`src/rtl/saa_pkg.sv`:
```
`timescale 1ns/1ps
package saa_pkg;
  typedef enum logic [2:0] {
    OP_ADD  = 3'd0,
    OP_SUB  = 3'd1,
    OP_MEAN = 3'd2,
    OP_MEANR = 3'd3,
    OP_HDIFF = 3'd4
  } op_e;

  typedef enum logic [1:0] {
    CL_WRAP = 2'd0,
    CL_SS   = 2'd1,
    CL_UU   = 2'd2,
    CL_US   = 2'd3
  } clamp_e;

  typedef enum logic [1:0] {
    LS_8  = 2'd0,
    LS_16 = 2'd1,
    LS_32 = 2'd2,
    LS_RSV = 2'd3
  } lsize_e;

  localparam int unsigned NUM_SIZES = 3;
  localparam int unsigned BASE_LANE_W = 8;
endpackage

```
`src/rtl/saa_lane.sv`:
```
`timescale 1ns/1ps
module saa_lane
  import saa_pkg::*;
#(
  parameter int unsigned W = 8
) (
  input  logic [W-1:0] a,
  input  logic [W-1:0] b,
  input  op_e          op,
  input  clamp_e       clamp,
  output logic [W-1:0] y
);
  localparam int unsigned WE = W + 2;
  localparam logic signed [WE-1:0] SMAX = {3'b000, {(W-1){1'b1}}};
  localparam logic signed [WE-1:0] SMIN = {3'b111, {(W-1){1'b0}}};
  localparam logic signed [WE-1:0] UMAX = {2'b00, {W{1'b1}}};

  logic              a_sx, b_sx, do_sub, rnd;
  logic [WE-1:0]     ax, bx;
  logic signed [WE-1:0] r;

  always_comb begin
    a_sx   = (clamp == CL_SS);
    b_sx   = (clamp == CL_SS) || (clamp == CL_US);
    ax     = {{2{a_sx & a[W-1]}}, a};
    bx     = {{2{b_sx & b[W-1]}}, b};
    do_sub = (op == OP_SUB) || (op == OP_HDIFF);
    rnd    = (op == OP_MEANR);
    r      = do_sub ? $signed(ax - bx) : $signed(ax + bx + {{(WE-1){1'b0}}, rnd});
    y      = r[W-1:0];
    if (op == OP_MEAN || op == OP_MEANR || op == OP_HDIFF) begin
      y = r[W:1];
    end else begin
      unique case (clamp)
        CL_SS: begin
          if (r > SMAX)      y = SMAX[W-1:0];
          else if (r < SMIN) y = SMIN[W-1:0];
        end
        CL_UU, CL_US: begin
          if (r < 0)         y = '0;
          else if (r > UMAX) y = UMAX[W-1:0];
        end
        default: y = r[W-1:0];
      endcase
    end
  end

  // Unsigned clamped add never falls below its first operand.
  always_comb begin
    if (op == OP_ADD && clamp == CL_UU)
      p_usat_floor_r4: assert (y >= a);
  end

  // Signed clamped add of two non-negative lanes stays non-negative.
  always_comb begin
    if (op == OP_ADD && clamp == CL_SS && !a[W-1] && !b[W-1])
      p_ssat_sign_r3: assert (!y[W-1]);
  end
endmodule

```
`src/rtl/saa_bank.sv`:
```
`timescale 1ns/1ps
module saa_bank
  import saa_pkg::*;
#(
  parameter int unsigned DW = 64,
  parameter int unsigned W  = 8
) (
  input  logic [DW-1:0] a,
  input  logic [DW-1:0] b,
  input  op_e           op,
  input  clamp_e        clamp,
  output logic [DW-1:0] y
);
  localparam int unsigned LANES = DW / W;

  for (genvar i = 0; i < LANES; i++) begin : g_lane
    saa_lane #(.W(W)) u_lane (
      .a    (a[i*W +: W]),
      .b    (b[i*W +: W]),
      .op   (op),
      .clamp(clamp),
      .y    (y[i*W +: W])
    );
  end
endmodule

```
`src/rtl/saa_decode.sv`:
```
`timescale 1ns/1ps
module saa_decode
  import saa_pkg::*;
(
  input  lsize_e size,
  input  op_e    op,
  input  clamp_e clamp,
  output logic   legal
);
  logic known_op, is_mean, wide;

  always_comb begin
    known_op = (op == OP_ADD) || (op == OP_SUB) || (op == OP_MEAN) ||
               (op == OP_MEANR) || (op == OP_HDIFF);
    is_mean  = (op == OP_MEAN) || (op == OP_MEANR) || (op == OP_HDIFF);
    wide     = (size == LS_32);
    legal    = known_op && (size != LS_RSV) &&
               !(wide && clamp != CL_WRAP) &&
               !(is_mean && (wide || clamp != CL_WRAP));
  end
endmodule

```
`src/rtl/saa_top.sv`:
```
`timescale 1ns/1ps
module saa_top
  import saa_pkg::*;
#(
  parameter int unsigned DATA_W = 64
) (
  input  logic              clk,
  input  logic              rst_n,
  input  logic              in_valid,
  output logic              in_ready,
  input  logic [DATA_W-1:0] in_a,
  input  logic [DATA_W-1:0] in_b,
  input  logic [1:0]        in_size,
  input  logic [2:0]        in_op,
  input  logic [1:0]        in_sat,
  output logic              out_valid,
  input  logic              out_ready,
  output logic [DATA_W-1:0] out_data,
  output logic              out_illegal
);
  op_e    op;
  clamp_e clamp;
  lsize_e size;
  logic   legal;
  logic   take;
  logic [NUM_SIZES-1:0][DATA_W-1:0] bank_y;
  logic [DATA_W-1:0] sel_y;

  assign op    = op_e'(in_op);
  assign clamp = clamp_e'(in_sat);
  assign size  = lsize_e'(in_size);

  saa_decode u_dec (
    .size (size),
    .op   (op),
    .clamp(clamp),
    .legal(legal)
  );

  for (genvar s = 0; s < NUM_SIZES; s++) begin : g_size
    saa_bank #(.DW(DATA_W), .W(BASE_LANE_W << s)) u_bank (
      .a    (in_a),
      .b    (in_b),
      .op   (op),
      .clamp(clamp),
      .y    (bank_y[s])
    );
  end

  always_comb begin
    sel_y = '0;
    if (legal) begin
      unique case (size)
        LS_8:    sel_y = bank_y[0];
        LS_16:   sel_y = bank_y[1];
        LS_32:   sel_y = bank_y[2];
        default: sel_y = '0;
      endcase
    end
  end

  assign in_ready = !out_valid || out_ready;
  assign take     = in_valid && in_ready;

  always_ff @(posedge clk) begin
    if (!rst_n) begin
      out_valid   <= 1'b0;
      out_data    <= '0;
      out_illegal <= 1'b0;
    end else begin
      if (take) begin
        out_valid   <= 1'b1;
        out_data    <= sel_y;
        out_illegal <= !legal;
      end else if (out_ready) begin
        out_valid   <= 1'b0;
      end
    end
  end

  p_illegal_zero_r9: assert property (@(posedge clk) disable iff (!rst_n)
    (out_valid && out_illegal) |-> (out_data == '0));

  p_stall_hold_r10: assert property (@(posedge clk) disable iff (!rst_n)
    (out_valid && !out_ready) |=> (out_valid && $stable(out_data) && $stable(out_illegal)));

  p_accept_due_r10: assert property (@(posedge clk) disable iff (!rst_n)
    (in_valid && in_ready) |=> out_valid);

  p_reset_idle_r11: assert property (@(posedge clk)
    !rst_n |=> !out_valid);
endmodule

```
`config.mk`:
```
export PLATFORM = sky130hd
export DESIGN_NAME = saa_top
export DESIGN_NICKNAME = d
export VERILOG_FILES = /design/src/rtl/saa_pkg.sv /design/src/rtl/saa_lane.sv /design/src/rtl/saa_bank.sv /design/src/rtl/saa_decode.sv /design/src/rtl/saa_top.sv
export SDC_FILE = /design/constraint.sdc
export NUM_CORES = 1
export LEC_CHECK = 0
export BUFFER_PORTS_ARGS = -buffer_cell sky130_fd_sc_hd__buf_2
export CAP_MARGIN = 20
export CELL_PAD_IN_SITES_DETAIL_PLACEMENT = 0
export CELL_PAD_IN_SITES_GLOBAL_PLACEMENT = 1
export CORE_MARGIN = 1.5
export CORE_UTILIZATION = 30
export CTS_CLUSTER_DIAMETER = 200
export DETAILED_ROUTE_END_ITERATION = 6
export GPL_TIMING_DRIVEN = 0
export PLACE_DENSITY = 0.74
export SYNTH_ARGS = -nofsm -noshare
export SYNTH_HDL_FRONTEND = slang
export SYNTH_SLANG_ARGS = --single-unit
```
`constraint.sdc`:
```
create_clock -name clk -period 4.6 [get_ports clk]
set_input_delay 0.46 -clock clk [delete_from_list [all_inputs] [get_ports clk]]
set_output_delay 0.46 -clock clk [all_outputs]
set_load 0.005 [all_outputs]
```
## After elaboration in Yosys (flattened, before gate mapping)

Cells that the tools add are included.

| cells by class | value |
|---|---|
| add/sub/neg operators | 42 |
| $lt $le $gt $ge | 56 |
| equal/unequal tests | 10 |
| multiplexer cells | 102 |
| bitwise operators | 16 |
| reductions and logical operators | 25 |

Operators by type and width:

| kind | number |
|---|---|
| 2-to-1 mux 16 bit | 20 |
| 2-to-1 mux 32 bit | 10 |
| 2-to-1 mux 8 bit | 40 |
| one-hot mux 64 bit (3 select lines) | 1 |
| one-hot mux 16 bit (2 select lines) | 4 |
| one-hot mux 32 bit (2 select lines) | 2 |
| one-hot mux 8 bit (2 select lines) | 8 |
| adder 10 x 1 -> 10 bit | 8 |
| adder 9 x 9 -> 10 bit | 8 |
| > comparator 10 x 8 -> 1 bit, second input constant | 8 |
| > comparator 10 x 9 -> 1 bit, second input constant | 8 |
| < comparator 10 x 1 -> 1 bit, second input constant | 8 |
| < comparator 10 x 8 -> 1 bit, second input constant | 8 |
| 2-to-1 mux 10 bit | 8 |
| subtractor 9 x 9 -> 10 bit | 8 |
| adder 17 x 17 -> 18 bit | 4 |
| adder 18 x 1 -> 18 bit | 4 |
| > comparator 18 x 16 -> 1 bit, second input constant | 4 |
| > comparator 18 x 17 -> 1 bit, second input constant | 4 |
| < comparator 18 x 1 -> 1 bit, second input constant | 4 |
| < comparator 18 x 16 -> 1 bit, second input constant | 4 |
| 2-to-1 mux 18 bit | 4 |
| subtractor 17 x 17 -> 18 bit | 4 |
| adder 33 x 33 -> 34 bit | 2 |
| 23 further kinds | 68 |

| word-level totals | value |
|---|---|
| flip-flop bits (word level) | 66 |
| input bits | 139 |
| output and inout port bits | 67 |
| logic and storage cells | 254 |

## Longest topological paths before layout

| depth | value |
|---|---|
| word-level depth | 13 |
| mapped depth | 20 |
| gate-level depth less buffers | 16 |

## Cells and area by module

Synthesis repeated with hierarchy kept, for this count alone.

| unflattened totals | value |
|---|---|
| cells, all modules | 4393 |
| area total of the unflattened synthesis | 31615.3 sq um |

Modules (own cells, without submodules):

| module | times used | cells an instance | area each (sq um) | sequential area each (sq um) |
|---|---|---|---|---|
| saa_lane (g_size[2].u_bank.g_lane[0].u_lane ...) | 2 | 755 | 4802.1 | 0.0 |
| saa_lane (g_size[1].u_bank.g_lane[1].u_lane ...) | 3 | 285 | 2079.5 | 0.0 |
| saa_lane (g_size[0].u_bank.g_lane[4].u_lane ...) | 4 | 185 | 1262.5 | 0.0 |
| saa_lane (g_size[0].u_bank.g_lane[0].u_lane ...) | 3 | 173 | 1306.3 | 0.0 |
| saa_top | 1 | 311 | 3570.9 | 1321.3 |
| saa_lane (g_size[1].u_bank.g_lane[0].u_lane) | 1 | 290 | 2045.7 | 0.0 |
| saa_lane (g_size[0].u_bank.g_lane[3].u_lane) | 1 | 162 | 1148.6 | 0.0 |
| saa_decode | 1 | 6 | 38.8 | 0.0 |

## Worst setup path before layout

OpenSTA, ideal clock, no wires.

| timing | value |
|---|---|
| kind | input to register |
| start point | input port in_sat[1] |
| end point | register out_data[15] |
| setup time | 122 ps |
| arrival | 4159 ps |
| slack | 319 ps |
| stages | 19 |
| buffers on the path | 5 |
| path through | clkbuf_1 > inv_1 > clkbuf_1 > clkbuf_1 > clkbuf_1 > and3_1 > ha_1 > clkbuf_1 > nor4b_1 > o21ai_0 > a21oi_1 > nor2_1 > o311ai_0 > o21ai_1 > mux2_2 > a211oi_2 > a311o_1 > a221oi_2 > o311a_1 |

| between the ends | value |
|---|---|
| word-level cells in the longest chain between the ends | 13 |
| elaborated cells on any way between the ends | 61 |

RTL lines:

| what | RTL line | text |
|---|---|---|
| start, declared | saa_top.sv:15 | `input logic [1:0] in_sat,` |
| equality test 2 x 1 -> 1 bit or equality test 2 bit (tied branches) | saa_lane.sv:23, saa_lane.sv:24, saa_lane.sv:34 |  |
| logical OR 1 bit | saa_lane.sv:24 | `b_sx = (clamp == CL_SS) \|\| (clamp == CL_US);` |
| bitwise AND 1 bit | saa_lane.sv:26 | `bx = {{2{b_sx & b[W-1]}}, b};` |
| adder 33 x 33 -> 34 bit, or another cell as far along | saa_lane.sv:29 | `r = do_sub ? $signed(ax - bx) : $signed(ax + bx + {{(WE-1){1'b0}}, rnd});` |
| adder 34 x 1 -> 34 bit, or another cell as far along | saa_lane.sv:29 |  |
| 2-to-1 mux 34 bit, or another cell as far along | saa_lane.sv:29 |  |
| > comparator 34 x 33 -> 1 bit, or another cell as far along | saa_lane.sv:41 | `else if (r > UMAX) y = UMAX[W-1:0];` |
| 2-to-1 mux 32 bit, or another cell as far along | saa_lane.sv:41 |  |
| 2-to-1 mux 32 bit, or another cell as far along | saa_lane.sv:40 | `if (r < 0) y = '0;` |
| one-hot mux 32 bit (2 select lines), or another cell as far along | saa_lane.sv:34 | `unique case (clamp)` |
| 2-to-1 mux 32 bit, or another cell as far along | saa_lane.sv:31 | `if (op == OP_MEAN \|\| op == OP_MEANR \|\| op == OP_HDIFF) begin` |
| one-hot mux 64 bit (3 select lines) | saa_top.sv:53 | `unique case (size)` |
| 2-to-1 mux 64 bit (*) | saa_top.sv:52 | `if (legal) begin` |
| end signal, assigned | saa_top.sv:73 | `out_data <= sel_y;` |
| end, declared | saa_top.sv:18 | `output logic [DATA_W-1:0] out_data,` |

Mark *: on every way between the ends. The rest lies on a longest branch, timed or not.
A chain may end at the register's enable or synchronous reset.

## Worst setup path after layout

| timing | value |
|---|---|
| start point | input port in_op[2] |
| end point | register out_data[32] |

| between the ends | value |
|---|---|
| word-level cells in the longest chain between the ends | 10 |
| elaborated cells on any way between the ends | 55 |

RTL lines:

| what | RTL line | text |
|---|---|---|
| start, declared | saa_top.sv:14 | `input logic [2:0] in_op,` |
| equality test 3 x 2 -> 1 bit, or another cell as far along | n/a |  |
| adder 34 x 1 -> 34 bit, or another cell as far along | saa_lane.sv:29 |  |
| 2-to-1 mux 34 bit, or another cell as far along | saa_lane.sv:29 |  |
| > comparator 34 x 33 -> 1 bit, or another cell as far along | saa_lane.sv:41 |  |
| 2-to-1 mux 32 bit, or another cell as far along | saa_lane.sv:41 |  |
| 2-to-1 mux 32 bit, or another cell as far along | saa_lane.sv:40 |  |
| one-hot mux 32 bit (2 select lines), or another cell as far along | saa_lane.sv:34 |  |
| 2-to-1 mux 32 bit, or another cell as far along | saa_lane.sv:31 |  |
| one-hot mux 64 bit (3 select lines) | saa_top.sv:53 |  |
| 2-to-1 mux 64 bit (*) | saa_top.sv:52 |  |

Marked as above.

==> key figures <==
STA
  – Maximum clock frequency: 211.0 MHz
  – Final hold violations: 0
  – Pins Over Slew Limit: 0
  – Minimum clock period: 4739 ps
  – Layout Skew: 12.06 ps
  – Actual slew at the worst max-slew pin: 1299 ps
  – Final setup vio count: 11
  – Setup WS post-layout: -138.6 ps
  – Final worst-path cycle share: 1.030
  – Slew headroom: 0.1249

Global routing
  – GRT overflow: 0
  – Tot GR Track Use: 0.3541
  – Initial antenna violation count: 8
  – Global-route wire length before repair: 165,400 um
  – Largest net degree at the start of global routing: 20
  – Vias in the first global route: 23,370

Placed design
  – IO Port Bufs: 202
  – Routability cong.: 1.071
  – DP Wirelength: 92,250 um
  – DP Cell Count: 3,927

Die
  – Height of the die: 252.8 um
  – Die X-Extent: 252.8 um
  – Cell Rows: 91
  – Initial core utilization: 0.3034
  – Full die area: 63,910 um^2
  – Core Area: 61,710 um^2
  – Boundary pin count: 206

Power and ir drop
  – VDD IR-drop max: 0.1861 mV
  – Tot Pwr: 5.258 mW
  – P_leak: 9.173 nW
  – Power Density: 239.2 nW/um^2

Clocking
  – Clock tree buffer depth: 2
  – Clk_lat worst skew: 370 ps
  – CTS buffer count: 9
  – Worst-path clk slew: 60 ps
  – CTS root buf: clkbuf_16
  – CTS tree: yes
  – Htree depth: 3
  – Clk sinks: 66

Run status
  – Run status: complete, but fails checks
  – Failing checks: negative setup slack

Worst setup path
  – Crit path arrival time: 5030 ps
  – Worst setup EP type: register
  – Critical path's largest stage delay: 530 ps
  – Crit start category: input pin
  – CP max stage cell: mux2i_2
  – Critical Path Fanout Max: 10
  – Count of buffer and inverter cells on the critical path: 8
  – Crit Path Class: in2reg
  – Crit-path cells: clkbuf_2 -> xor2_4 -> nand2_2 -> buf_4 -> buf_6 -> buf_6 -> buf_6 -> buf_2 -> buf_2 -> buf_8 -> mux2i_2 -> o21ai_0 -> a211oi_1 -> nor3_1 -> a31oi_1
  – Required @ worst endpoint: 4890 ps
  – Most common cell on crit path: buf_6
  – CP top delay family: buffers and inverters

Synthesis
  – Adder-cell share of the synthesized area: 0.1211
  – Post-synth EDFFs: 0
  – Syn Nets: 3,186
  – Sequential-to-total area share from yosys stat: 0.07057
  – Multiplexer share of the synthesized area: 0.01871
  – Post-Synth XOR/XNOR Area: 0.06115
  – Synth Register Bits: 66
  – Leading area contributor after synthesis: ha_1
  – Syn avg cell area: 6.503 um^2
  – Ys flop type: dfxtp_1
  – Compound-Gate Fraction of Synth Area: 0.4168
  – Syn. warnings: 0
  – Post-synth cell types: 105
  – Combinational family with the most area after synthesis: compound AO/OA/AOI/OAI gates
  – Most common cell in the synthesized netlist: a21oi_1
  – Most common library cells after synthesis: a21oi_1 (327), nand2_1 (315), nor2_1 (275)
  – Mapped Cells: 2,879
  – Area share of the largest cell type after synthesis: 0.09757
  – Synth top area cells: ha_1 (9.8%), a21oi_1 (8.7%), dfxtp_1 (7.1%)
  – Async SR Flop Fraction: 0
  – Syn Std Cell Area: 18,720 um^2
  – Synth Area in Simple Gates: 0.2354

Detailed routing
  – Initial DRC count: 3,945
  – DRT Pass-1 Iters: 6
  – Via count: 25,590
  – Post-DR vias/cell: 6.443
  – DRC Markers: 0
  – Final wirelength: 117,300 um
  – Routed WL per cell: 29.52 um
  – Antenna Nets Post-Route: 0

Job
  – Max Cap Violations: 0

Min path
  – Worst Hold Class: in2reg

Cells and area
  – Synth-to-layout area growth: 17.40%
  – Nets: 3,432
  – Fraction of layout cells with a size suffix above 1: 0.1444
  – Post-route insts no fill: 3,972
-- routing by layer --
layer  vias up  GRT usage  part of all wire
met5         -          0           0.00023
met4         4     0.1820             0.060
met3       352    0.09858              0.14
met2      1911     0.4986              0.39
met1     12150     0.4862              0.41
li1      11170          -                 -
-- placed cells by master (no fill, tap or decap), types with 15 or more instances in the layout --
cell type,Yosys,layout
o21bai_1,31,31
inv_1,173,171
buf_2,53,250
nand4_1,28,28
and3_1,27,27
mux2i_1,28,24
a22oi_1,20,20
ha_1,146,145
buf_4,4,30
nor2b_1,40,39
o21ai_1,29,26
xor2_1,20,19
clkbuf_1,105,93
xnor2_1,107,102
and2_1,21,21
a21o_1,40,39
or3_1,15,15
o221ai_1,19,19
o21ai_0,227,226
dfxtp_1,66,66
a31oi_1,38,37
a211oi_1,64,57
a21oi_1,327,323
nor4_1,29,27
nand2b_1,28,28
o21a_1,26,25
nand3_1,71,71
nor3_1,51,48
o31ai_1,45,45
nand2_1,315,314
o211ai_1,74,74
nor2_1,275,271
fa_1,22,22
-- worst paths after layout --
kind,cells after the start,to,from,slack [ps]
min,3,out_valid,in_valid,370
max reg2reg,8,out_data[4],out_valid,1060
min reg2reg,2,out_data[3],out_data[3],490
max,15,out_data[32],in_op[2],-140
-- cells by family (layout without fill, tap and decap cells) --
| logic type | after synthesis | count (layout) |
|---|---|---|
| fa+ha+maj | 168 | 168 |
| simple gates | 951 | 951 |
| buf+inv | 352 | 603 |
| compound gates | 1179 | 1179 |
| other cells | 0 | 5 |
| mux | 34 | 34 |
| xor+xnor | 129 | 129 |
| flops | 66 | 66 |
-- flip-flops by register name, indices dropped and copies added (netlist names) --
register and count:
out_illegal 1, out_data 64, out_valid 1
-- metrics by stage --
stage	hold slack, ps	setup TNS (ps)	setup slack (ps)	utilization	area (um^2)
after global placement	482.6	-158900	-2993	0.3367	20780
final	368.7	-948.8	-138.6	0.3561	21980
after CTS	365.5	0	9.181	0.3505	21630
after detailed placement	485.6	-154660	-2896	0.3392	20940
after floorplan	450.0	0	319.0	-	18720
after global routing	396.4	-57.56	-11.97	0.3560	21970
-- cell type report --
type                       count  area (um^2)
antenna                        5        12.51
fill                        6974        39730
clock buffer                  13        250.2
tap                          837         1047
buffer                       175        833.3
multi-input combinational   2461        16450
sequential                    66         1321
timing repair buffer         238         1393
clock inverter                 3        15.01
inverter                     174        660.6
-- worst min-delay path: cells and delay by family --
kind | cells | cell delay (ps)
buf+inv | 2 | 150
compound gates | 1 | 60
-- report_power, final --
group / internal, mW / total, mW / switching (mW) / leakage [nW]
Combinational: 1.22 / 3.93 / 2.71 / 8.51
Sequential: 0.595 / 0.624 / 0.0284 / 0.534
Clock: 0.379 / 0.707 / 0.329 / 0.133
-- what timing repair did --
action | 4_1_cts | 5_1_grt
setup endpoints to repair | 64 | 61
buffers inserted | 15 | 10
resized for setup | 71 | 46
hold buffers | 0 | 0
hold endpoints to repair | 0 | 0
pin swaps | 7 | 7
(Power assumes the default switching activity.)
